[src/rtl/mdu_pkg.sv]
`timescale 1ns/1ps
package mdu_pkg;

   typedef enum logic [2:0] {
      MD_MUL  = 3'd0,
      MD_DOT2 = 3'd1,
      MD_DOT3 = 3'd2,
      MD_DOT4 = 3'd3,
      MD_DET  = 3'd4
   } mdu_mode_e;

   // A code is usable only if it names one of the five shapes
   function automatic logic code_known(input logic [2:0] code);
      return code <= 3'd4;
   endfunction

   // Number of multipliers carrying a live term in the inner-product shapes
   function automatic int active_terms(input mdu_mode_e m);
      case (m)
         MD_MUL:  return 1;
         MD_DOT2: return 2;
         MD_DOT3: return 3;
         default: return 4;
      endcase
   endfunction

endpackage

[src/rtl/mdu_steer.sv]
`timescale 1ns/1ps
// Stage 1: route operands onto the multiplier inputs for the issued mode
module mdu_steer
   import mdu_pkg::*;
#(
   parameter int OP_W  = 16,
   parameter int N_MUL = 4
) (
   input  logic                      clk,
   input  logic                      rst_n,
   input  logic                      in_valid,
   input  mdu_mode_e                 in_mode,
   input  logic [2*N_MUL*OP_W-1:0]   in_ops,
   output logic                      s1_valid,
   output mdu_mode_e                 s1_mode,
   output logic [N_MUL*OP_W-1:0]     s1_x,
   output logic [N_MUL*OP_W-1:0]     s1_y,
   output logic [N_MUL-1:0]          s1_neg
);

   localparam int LANE_OPS = 4;

   logic [N_MUL*OP_W-1:0] nx, ny;
   logic [N_MUL-1:0]      nn;
   int                    terms;

   always_comb terms = active_terms(in_mode);

   for (genvar i = 0; i < N_MUL; i++) begin : g_route
      localparam int LN  = i / 2;
      localparam int JJ  = i % 2;
      localparam int DX  = LANE_OPS*LN + JJ;
      localparam int DY  = LANE_OPS*LN + LANE_OPS - 1 - JJ;
      localparam int VX  = i;
      localparam int VY  = N_MUL + i;
      always_comb begin
         if (in_mode == MD_DET) begin
            nx[i*OP_W +: OP_W] = in_ops[DX*OP_W +: OP_W];
            ny[i*OP_W +: OP_W] = in_ops[DY*OP_W +: OP_W];
            nn[i]              = (JJ == 1);
         end else if (i < terms) begin
            nx[i*OP_W +: OP_W] = in_ops[VX*OP_W +: OP_W];
            ny[i*OP_W +: OP_W] = in_ops[VY*OP_W +: OP_W];
            nn[i]              = 1'b0;
         end else begin
            nx[i*OP_W +: OP_W] = '0;
            ny[i*OP_W +: OP_W] = '0;
            nn[i]              = 1'b0;
         end
      end
   end

   always_ff @(posedge clk or negedge rst_n) begin
      if (!rst_n) begin
         s1_valid <= 1'b0;
         s1_mode  <= MD_MUL;
         s1_x     <= '0;
         s1_y     <= '0;
         s1_neg   <= '0;
      end else begin
         s1_valid <= in_valid;
         s1_mode  <= in_mode;
         s1_x     <= in_valid ? nx : '0;
         s1_y     <= in_valid ? ny : '0;
         s1_neg   <= in_valid ? nn : '0;
      end
   end


   steer_follow_chk: assert property (@(posedge clk) disable iff (!rst_n)
      s1_valid == ($past(in_valid) && $past(rst_n)));


   steer_neg_only_det_chk: assert property (@(posedge clk) disable iff (!rst_n)
      (s1_neg != '0) |-> (s1_valid && s1_mode == MD_DET));

endmodule

[src/rtl/mdu_mult_bank.sv]
`timescale 1ns/1ps
// Stage 2: signed multipliers with optional negation of the product
module mdu_mult_bank
   import mdu_pkg::*;
#(
   parameter int OP_W  = 16,
   parameter int N_MUL = 4
) (
   input  logic                       clk,
   input  logic                       rst_n,
   input  logic                       s1_valid,
   input  mdu_mode_e                  s1_mode,
   input  logic [N_MUL*OP_W-1:0]      s1_x,
   input  logic [N_MUL*OP_W-1:0]      s1_y,
   input  logic [N_MUL-1:0]           s1_neg,
   output logic                       s2_valid,
   output mdu_mode_e                  s2_mode,
   output logic [N_MUL*2*OP_W-1:0]    s2_prod
);

   localparam int PROD_W = 2*OP_W;

   for (genvar i = 0; i < N_MUL; i++) begin : g_mul
      logic signed [PROD_W-1:0] raw;
      logic signed [PROD_W-1:0] adj;
      always_comb begin
         raw = $signed(s1_x[i*OP_W +: OP_W]) * $signed(s1_y[i*OP_W +: OP_W]);
         adj = s1_neg[i] ? -raw : raw;
      end
      always_ff @(posedge clk or negedge rst_n) begin
         if (!rst_n) s2_prod[i*PROD_W +: PROD_W] <= '0;
         else        s2_prod[i*PROD_W +: PROD_W] <= adj;
      end
   end

   always_ff @(posedge clk or negedge rst_n) begin
      if (!rst_n) begin
         s2_valid <= 1'b0;
         s2_mode  <= MD_MUL;
      end else begin
         s2_valid <= s1_valid;
         s2_mode  <= s1_mode;
      end
   end


   mul_follow_chk: assert property (@(posedge clk) disable iff (!rst_n)
      s2_valid == ($past(s1_valid) && $past(rst_n)));


   mul_mode_carry_chk: assert property (@(posedge clk) disable iff (!rst_n)
      ($past(s1_valid) && $past(rst_n)) |-> (s2_mode == $past(s1_mode)));

endmodule

[src/rtl/mdu_adder_tree.sv]
`timescale 1ns/1ps
// Stage 3: two-level adder tree, split into two lanes for determinants
module mdu_adder_tree
   import mdu_pkg::*;
#(
   parameter int OP_W  = 16,
   parameter int N_MUL = 4
) (
   input  logic                          clk,
   input  logic                          rst_n,
   input  logic                          s2_valid,
   input  mdu_mode_e                     s2_mode,
   input  logic [N_MUL*2*OP_W-1:0]       s2_prod,
   output logic [1:0]                    res_valid,
   output logic [2*(2*OP_W+2)-1:0]       res_data
);

   localparam int PROD_W = 2*OP_W;
   localparam int RES_W  = PROD_W + 2;

   logic signed [RES_W-1:0] ext [N_MUL];
   logic signed [RES_W-1:0] lvl_lo, lvl_hi, total;

   for (genvar i = 0; i < N_MUL; i++) begin : g_ext
      assign ext[i] = RES_W'($signed(s2_prod[i*PROD_W +: PROD_W]));
   end

   always_comb begin
      lvl_lo = ext[0] + ext[1];
      lvl_hi = ext[2] + ext[3];
      total  = lvl_lo + lvl_hi;
   end

   always_ff @(posedge clk or negedge rst_n) begin
      if (!rst_n) begin
         res_valid <= 2'b00;
         res_data  <= '0;
      end else if (!s2_valid) begin
         res_valid <= 2'b00;
         res_data  <= '0;
      end else if (s2_mode == MD_DET) begin
         res_valid <= 2'b11;
         res_data  <= {lvl_hi, lvl_lo};
      end else begin
         res_valid <= 2'b01;
         res_data  <= {{RES_W{1'b0}}, total};
      end
   end


   lane_order_chk: assert property (@(posedge clk) disable iff (!rst_n)
      res_valid[1] |-> res_valid[0]);


   idle_lane_zero_chk: assert property (@(posedge clk) disable iff (!rst_n)
      !res_valid[1] |-> (res_data[2*RES_W-1:RES_W] == '0));

endmodule

[src/rtl/morph_dot_unit.sv]
`timescale 1ns/1ps
module morph_dot_unit
   import mdu_pkg::*;
#(
   parameter int OP_W   = 16,
   parameter int FRAC_W = 8,
   parameter int N_MUL  = 4
) (
   input  logic                          clk,
   input  logic                          rst_n,
   input  logic                          cfg_stb,
   input  logic [2:0]                    cfg_code,
   input  logic                          op_valid,
   input  logic [2*N_MUL*OP_W-1:0]       op_data,
   output logic [1:0]                    res_valid,
   output logic [2*(2*OP_W+2)-1:0]       res_data
);

   localparam int PROD_W = 2*OP_W;

   // elaboration-time parameter checks
   if (N_MUL != 4) begin : g_bad_mul
      $error("morph_dot_unit: N_MUL must be 4 (two lanes of two multipliers)");
   end
   if (OP_W < 2) begin : g_bad_opw
      $error("morph_dot_unit: OP_W too small");
   end
   if (FRAC_W >= OP_W) begin : g_bad_frac
      $error("morph_dot_unit: FRAC_W must leave an integer part");
   end

   mdu_mode_e mode_q;

   always_ff @(posedge clk or negedge rst_n) begin
      if (!rst_n)                            mode_q <= MD_MUL;
      else if (cfg_stb && code_known(cfg_code)) mode_q <= mdu_mode_e'(cfg_code);
   end

   logic                   s1_valid, s2_valid;
   mdu_mode_e              s1_mode, s2_mode;
   logic [N_MUL*OP_W-1:0]  s1_x, s1_y;
   logic [N_MUL-1:0]       s1_neg;
   logic [N_MUL*PROD_W-1:0] s2_prod;

   mdu_steer #(.OP_W(OP_W), .N_MUL(N_MUL)) u_steer (
      .clk(clk), .rst_n(rst_n), .in_valid(op_valid), .in_mode(mode_q),
      .in_ops(op_data), .s1_valid(s1_valid), .s1_mode(s1_mode),
      .s1_x(s1_x), .s1_y(s1_y), .s1_neg(s1_neg));

   mdu_mult_bank #(.OP_W(OP_W), .N_MUL(N_MUL)) u_mul (
      .clk(clk), .rst_n(rst_n), .s1_valid(s1_valid), .s1_mode(s1_mode),
      .s1_x(s1_x), .s1_y(s1_y), .s1_neg(s1_neg),
      .s2_valid(s2_valid), .s2_mode(s2_mode), .s2_prod(s2_prod));

   mdu_adder_tree #(.OP_W(OP_W), .N_MUL(N_MUL)) u_tree (
      .clk(clk), .rst_n(rst_n), .s2_valid(s2_valid), .s2_mode(s2_mode),
      .s2_prod(s2_prod), .res_valid(res_valid), .res_data(res_data));

   // cycles since reset, saturating, so latency checks never look before reset
   logic [1:0] since_rst;
   always_ff @(posedge clk or negedge rst_n) begin
      if (!rst_n)               since_rst <= 2'd0;
      else if (since_rst != 2'd3) since_rst <= since_rst + 2'd1;
   end


   bad_code_hold_chk: assert property (@(posedge clk) disable iff (!rst_n)
      (cfg_stb && !code_known(cfg_code)) |=> $stable(mode_q));


   good_code_load_chk: assert property (@(posedge clk) disable iff (!rst_n)
      (cfg_stb && code_known(cfg_code)) |=> (mode_q == $past(cfg_code)));


   fixed_latency_chk: assert property (@(posedge clk) disable iff (!rst_n)
      (since_rst == 2'd3) |-> (res_valid[0] == $past(op_valid, 3)));


   dual_lane_chk: assert property (@(posedge clk) disable iff (!rst_n)
      (since_rst == 2'd3) |->
         (res_valid[1] == ($past(op_valid, 3) && $past(mode_q, 3) == MD_DET)));

endmodule

[config.mk]
export PLATFORM = sky130hd
export DESIGN_NAME = morph_dot_unit
export DESIGN_NICKNAME = d
export VERILOG_FILES = /design/src/rtl/mdu_pkg.sv /design/src/rtl/mdu_steer.sv /design/src/rtl/mdu_mult_bank.sv /design/src/rtl/mdu_adder_tree.sv /design/src/rtl/morph_dot_unit.sv
export SDC_FILE = /design/constraint.sdc
export NUM_CORES = 2
export LEC_CHECK = 0
export BUFFER_PORTS_ARGS = -buffer_cell sky130_fd_sc_hd__buf_2
export CORE_UTILIZATION = 40
export CTS_CLUSTER_DIAMETER = 200
export CTS_CLUSTER_SIZE = 8
export DETAILED_ROUTE_END_ITERATION = 8
export PLACE_DENSITY_LB_ADDON = 0.05
export SLEW_MARGIN = 20
export SYNTH_ARGS = -nofsm -noshare
export SYNTH_HDL_FRONTEND = slang
export SYNTH_SLANG_ARGS = --single-unit
[constraint.sdc]
create_clock -name clk -period 20.2 [get_ports clk]
set_input_delay 2.02 -clock clk [delete_from_list [all_inputs] [get_ports clk]]
set_output_delay 2.02 -clock clk [all_outputs]
set_load 0.03 [all_outputs]
==> impl_results.md <==
- Dpl ws: between 10000 and 15000 ps
- WL/cell: just over 20 um
- Layout cells sized above 1: 0.05558
- M1 wire length: 81.81 mm
- Io pins: 205
- Root buffer cell: clkbuf_16
- Core Box Area: between 100000 and 150000 um^2
- GRT overflow: 0
- Post-CTS Setup Inserts: 0
- Met2 wire len: 70.30 mm
- Die X: ~380 um
- GRT Resource Usage Total: 0.2374
- Slew HR: 0.2095
- Clock Latency Late Sink: roughly 670 ps
- Vias: 40123
- Worst min-delay path class: flop to flop
- CP Class: flop to flop
- Asr flop ratio synth: 1.000
- Synth Area in Simple Gates: 0.1532
- Post-route DRC violation count: 0
- Worst Tran Pin Value: 1175 ps
- Worst-path clk slew: 70 ps
- Min Tclk post-route: around 7000 ps
- RSZ-0062 raised after global routing: false
- Fraction of the cycle the final worst path needs: 0.3563
- Yosys warnings: 0
- Vias in the first global route: ~43000
- Syn nets: approximately 7600
- Adder-cell share of the synthesized area: 0.4704
- Critical path peak fanout: 16
- First-pass GRT wire length: 257.0 mm
- Setup crit start kind: flop
- Yosys reg bits: roughly 340
- # hold bufs at CTS: 0
- Starting Density: 0.4024
- Proportion of synthesized area in mux cells: 0.001071
- Final setup violation count: 0
- Leak: between 20 and 30 nW
- Post-cts resize count: 0
- Layout Skew: ~59 ps
- Row count: between 100 and 150
- H-tree depth: 2
- Power Total: around 6.6 mW
- Die height: roughly 380 um
- Prevailing post-synth register cell: dfrtp_1
- Max_cap viols: 0
- Fin. Hold Viols: 0
- TritonCTS buffer count: 48
- Via/cell ratio: just over 5
- CTS tree: yes
- Final wirelength: about 160 mm
- Critical path arrival: around 8000 ps
- Yosys top cell by area: fa_1
- Final ANT Viol Nets: 0
- Placer Congestion: approximately 0.9
- Initial DRC count: roughly 2300
- Top-count cell post-synth: inv_1
- Synth top cells by count: inv_1 (1213), fa_1 (1051), nand2_1 (721), and2_1 (510), ha_1 (427)
- Hpwl dp: around 130 mm
- Largest net degree at the start of global routing: between 80 and 90
- NumNets Final: approximately 7700
- PortBufs: 204
- Compound-cell area share of the yosys netlist: 0.08799
- Pwr dens: roughly 110 nW/um^2
- Mapped Avg Cell Area: between 9 and 10 um^2
- Main combinational cell family by area after synthesis: adder cells
- Worst vdd ir: 149.9 uV
- Setup tns final: 0 ps
- Required time of the critical path: between 20000 and 25000 ps
- Synth cell types: 86
- Hold slack final: 345.4 ps
- Xor/xnor share of the synthesized area: 0.04216
- Wire length on met3: 8.051 mm
- Synthesized netlist cell count: 5965
- Synth Cell Area: 56090 um^2
- Total clock sinks: about 340
- CP Capture Type: flop
- Sequential fraction of the synthesis area: 0.1504
- DRT Pass-1 Iters: 5
- Clk buf depth: 3
- Number of synthesized flops with an enable pin: 0
- Max Fclk: ~140 MHz
- Die area: around 140000 um^2
- Largest cells by area after synthesis: fa_1 (38%), dfrtp_1 (15%), ha_1 (9.5%)
- Highest routed layer: met5
- Layout area overhead: 7.576%
- Initial antenna violation count: 24
- Fin. max-slew vios: 0
- Area share of the largest cell type after synthesis: 0.3751
- Status: finished clean
- Worst setup margin: approximately 13000 ps
final timing paths:
kind | start | end | slack, ps | depth (start not counted)
min reg2reg | u_steer.s1_mode[1] | u_mul.s2_mode[1] | 350 | 0
min in group asynchronous | rst_n | u_steer.s1_y[51] | 1330 | 1
max | u_steer.s1_y[55] | u_mul.s2_prod[127] | 13000 | 23
min | u_steer.s1_mode[1] | u_mul.s2_mode[1] | 350 | 0
max reg2reg | u_steer.s1_y[55] | u_mul.s2_prod[127] | 13000 | 23
max in group asynchronous | rst_n | u_mul.s2_prod[52] | 16820 | 3
final cells by class:
cell class / instances / area, um^2
Tap cell: 1876 / 2347
Antenna cell: 3 / 7.507
Clock buffer: 50 / 1209
Multi-Input combinational cell: 4213 / 42350
Fill cell: 13742 / 79030
Timing Repair Buffer: 245 / 1351
Inverter: 1214 / 4557
Clock inverter: 4 / 78.83
Sequential cell: 337 / 8434
cell usage in the layout (no fill, tap or decap), drive strengths merged, types with 9 or more instances in the layout:
cell	netlist	final
clkbuf	193	50
and3	25	25
buf	8	245
nand3	45	45
xor2	68	68
a21oi	179	179
a22o	48	48
o21ai	134	134
nand4	19	19
nand2	721	721
a211oi	27	27
and2	512	512
nand2b	70	70
a21o	85	85
xnor2	202	202
nor4	9	9
nand3b	9	9
o31ai	29	29
o21a	26	26
nor2	185	185
a31oi	32	32
a311oi	34	34
inv	1213	1215
or2	11	11
o21bai	22	22
nor3	36	36
or3	23	23
nor2b	27	27
fa	1051	1051
ha	427	427
dfrtp	337	337
o211ai	15	15
a21boi	24	24
where the power goes:
group | switching (mW) | internal, mW | leakage, nW | total, mW
clock network | 0.341 | 0.422 | 0.629 | 0.763
registers | 0.193 | 0.857 | 4.36 | 1.05
logic | 2.94 | 1.89 | 24.9 | 4.83
cell families after synthesis:
kind of cell	after synthesis
buffers and inverters	1415
adder cells (fa/ha/maj)	1478
XOR/XNOR	270
multiplexers	6
AO/OA/AOI/OAI	733
flip-flops	337
AND/OR/NAND/NOR	1726
flip-flops by register name (all words and copies together), names as in the netlist:
signal            count
u_steer.s1_mode       3
u_steer.s1_neg        1
u_tree.res_data      67
u_steer.s1_x         64
u_steer.s1_valid      1
mode_q                3
u_steer.s1_y         64
u_mul.s2_prod       128
u_mul.s2_valid        1
u_mul.s2_mode         3
u_tree.res_valid      2
layer usage:
layer,track usage,vias to the layer above
met4,0.04172,8
met2,0.3584,915
met5,0,-
met3,0.03103,137
li1,-,18550
met1,0.3648,20513
through the flow:
| step | std cells | utilization | instance area (um^2) |
|---|---|---|---|
| 6_report | 7942 | 0.4329 | 60330 |
| 5_1_grt | 7939 | 0.4329 | 60330 |
| 4_1_cts | 7939 | 0.4329 | 60330 |
| 3_5_place_dp | 7885 | 0.4236 | 59040 |
| 3_3_place_gp | 7884 | 0.4235 | 59020 |
| 2_1_floorplan | 5965 | - | 56090 |
worst max-delay path, cell delays in order, from the launching register on:
cell and delay, ps:
dfrtp_1 770, nand2_1 170, fa_1 560, inv_1 50, fa_1 500, inv_1 50
fa_1 600, inv_1 70, fa_1 390, fa_1 510, inv_1 50, fa_1 470
inv_1 40, ha_1 350, and3_1 220, a221oi_2 400, nand3_1 120, o31a_1 400
nand2_1 140, o21bai_1 90, xor2_1 180, or4b_1 540, o31ai_1 290, xnor2_1 150
No activity file was read; power rests on OpenSTA's default activity.
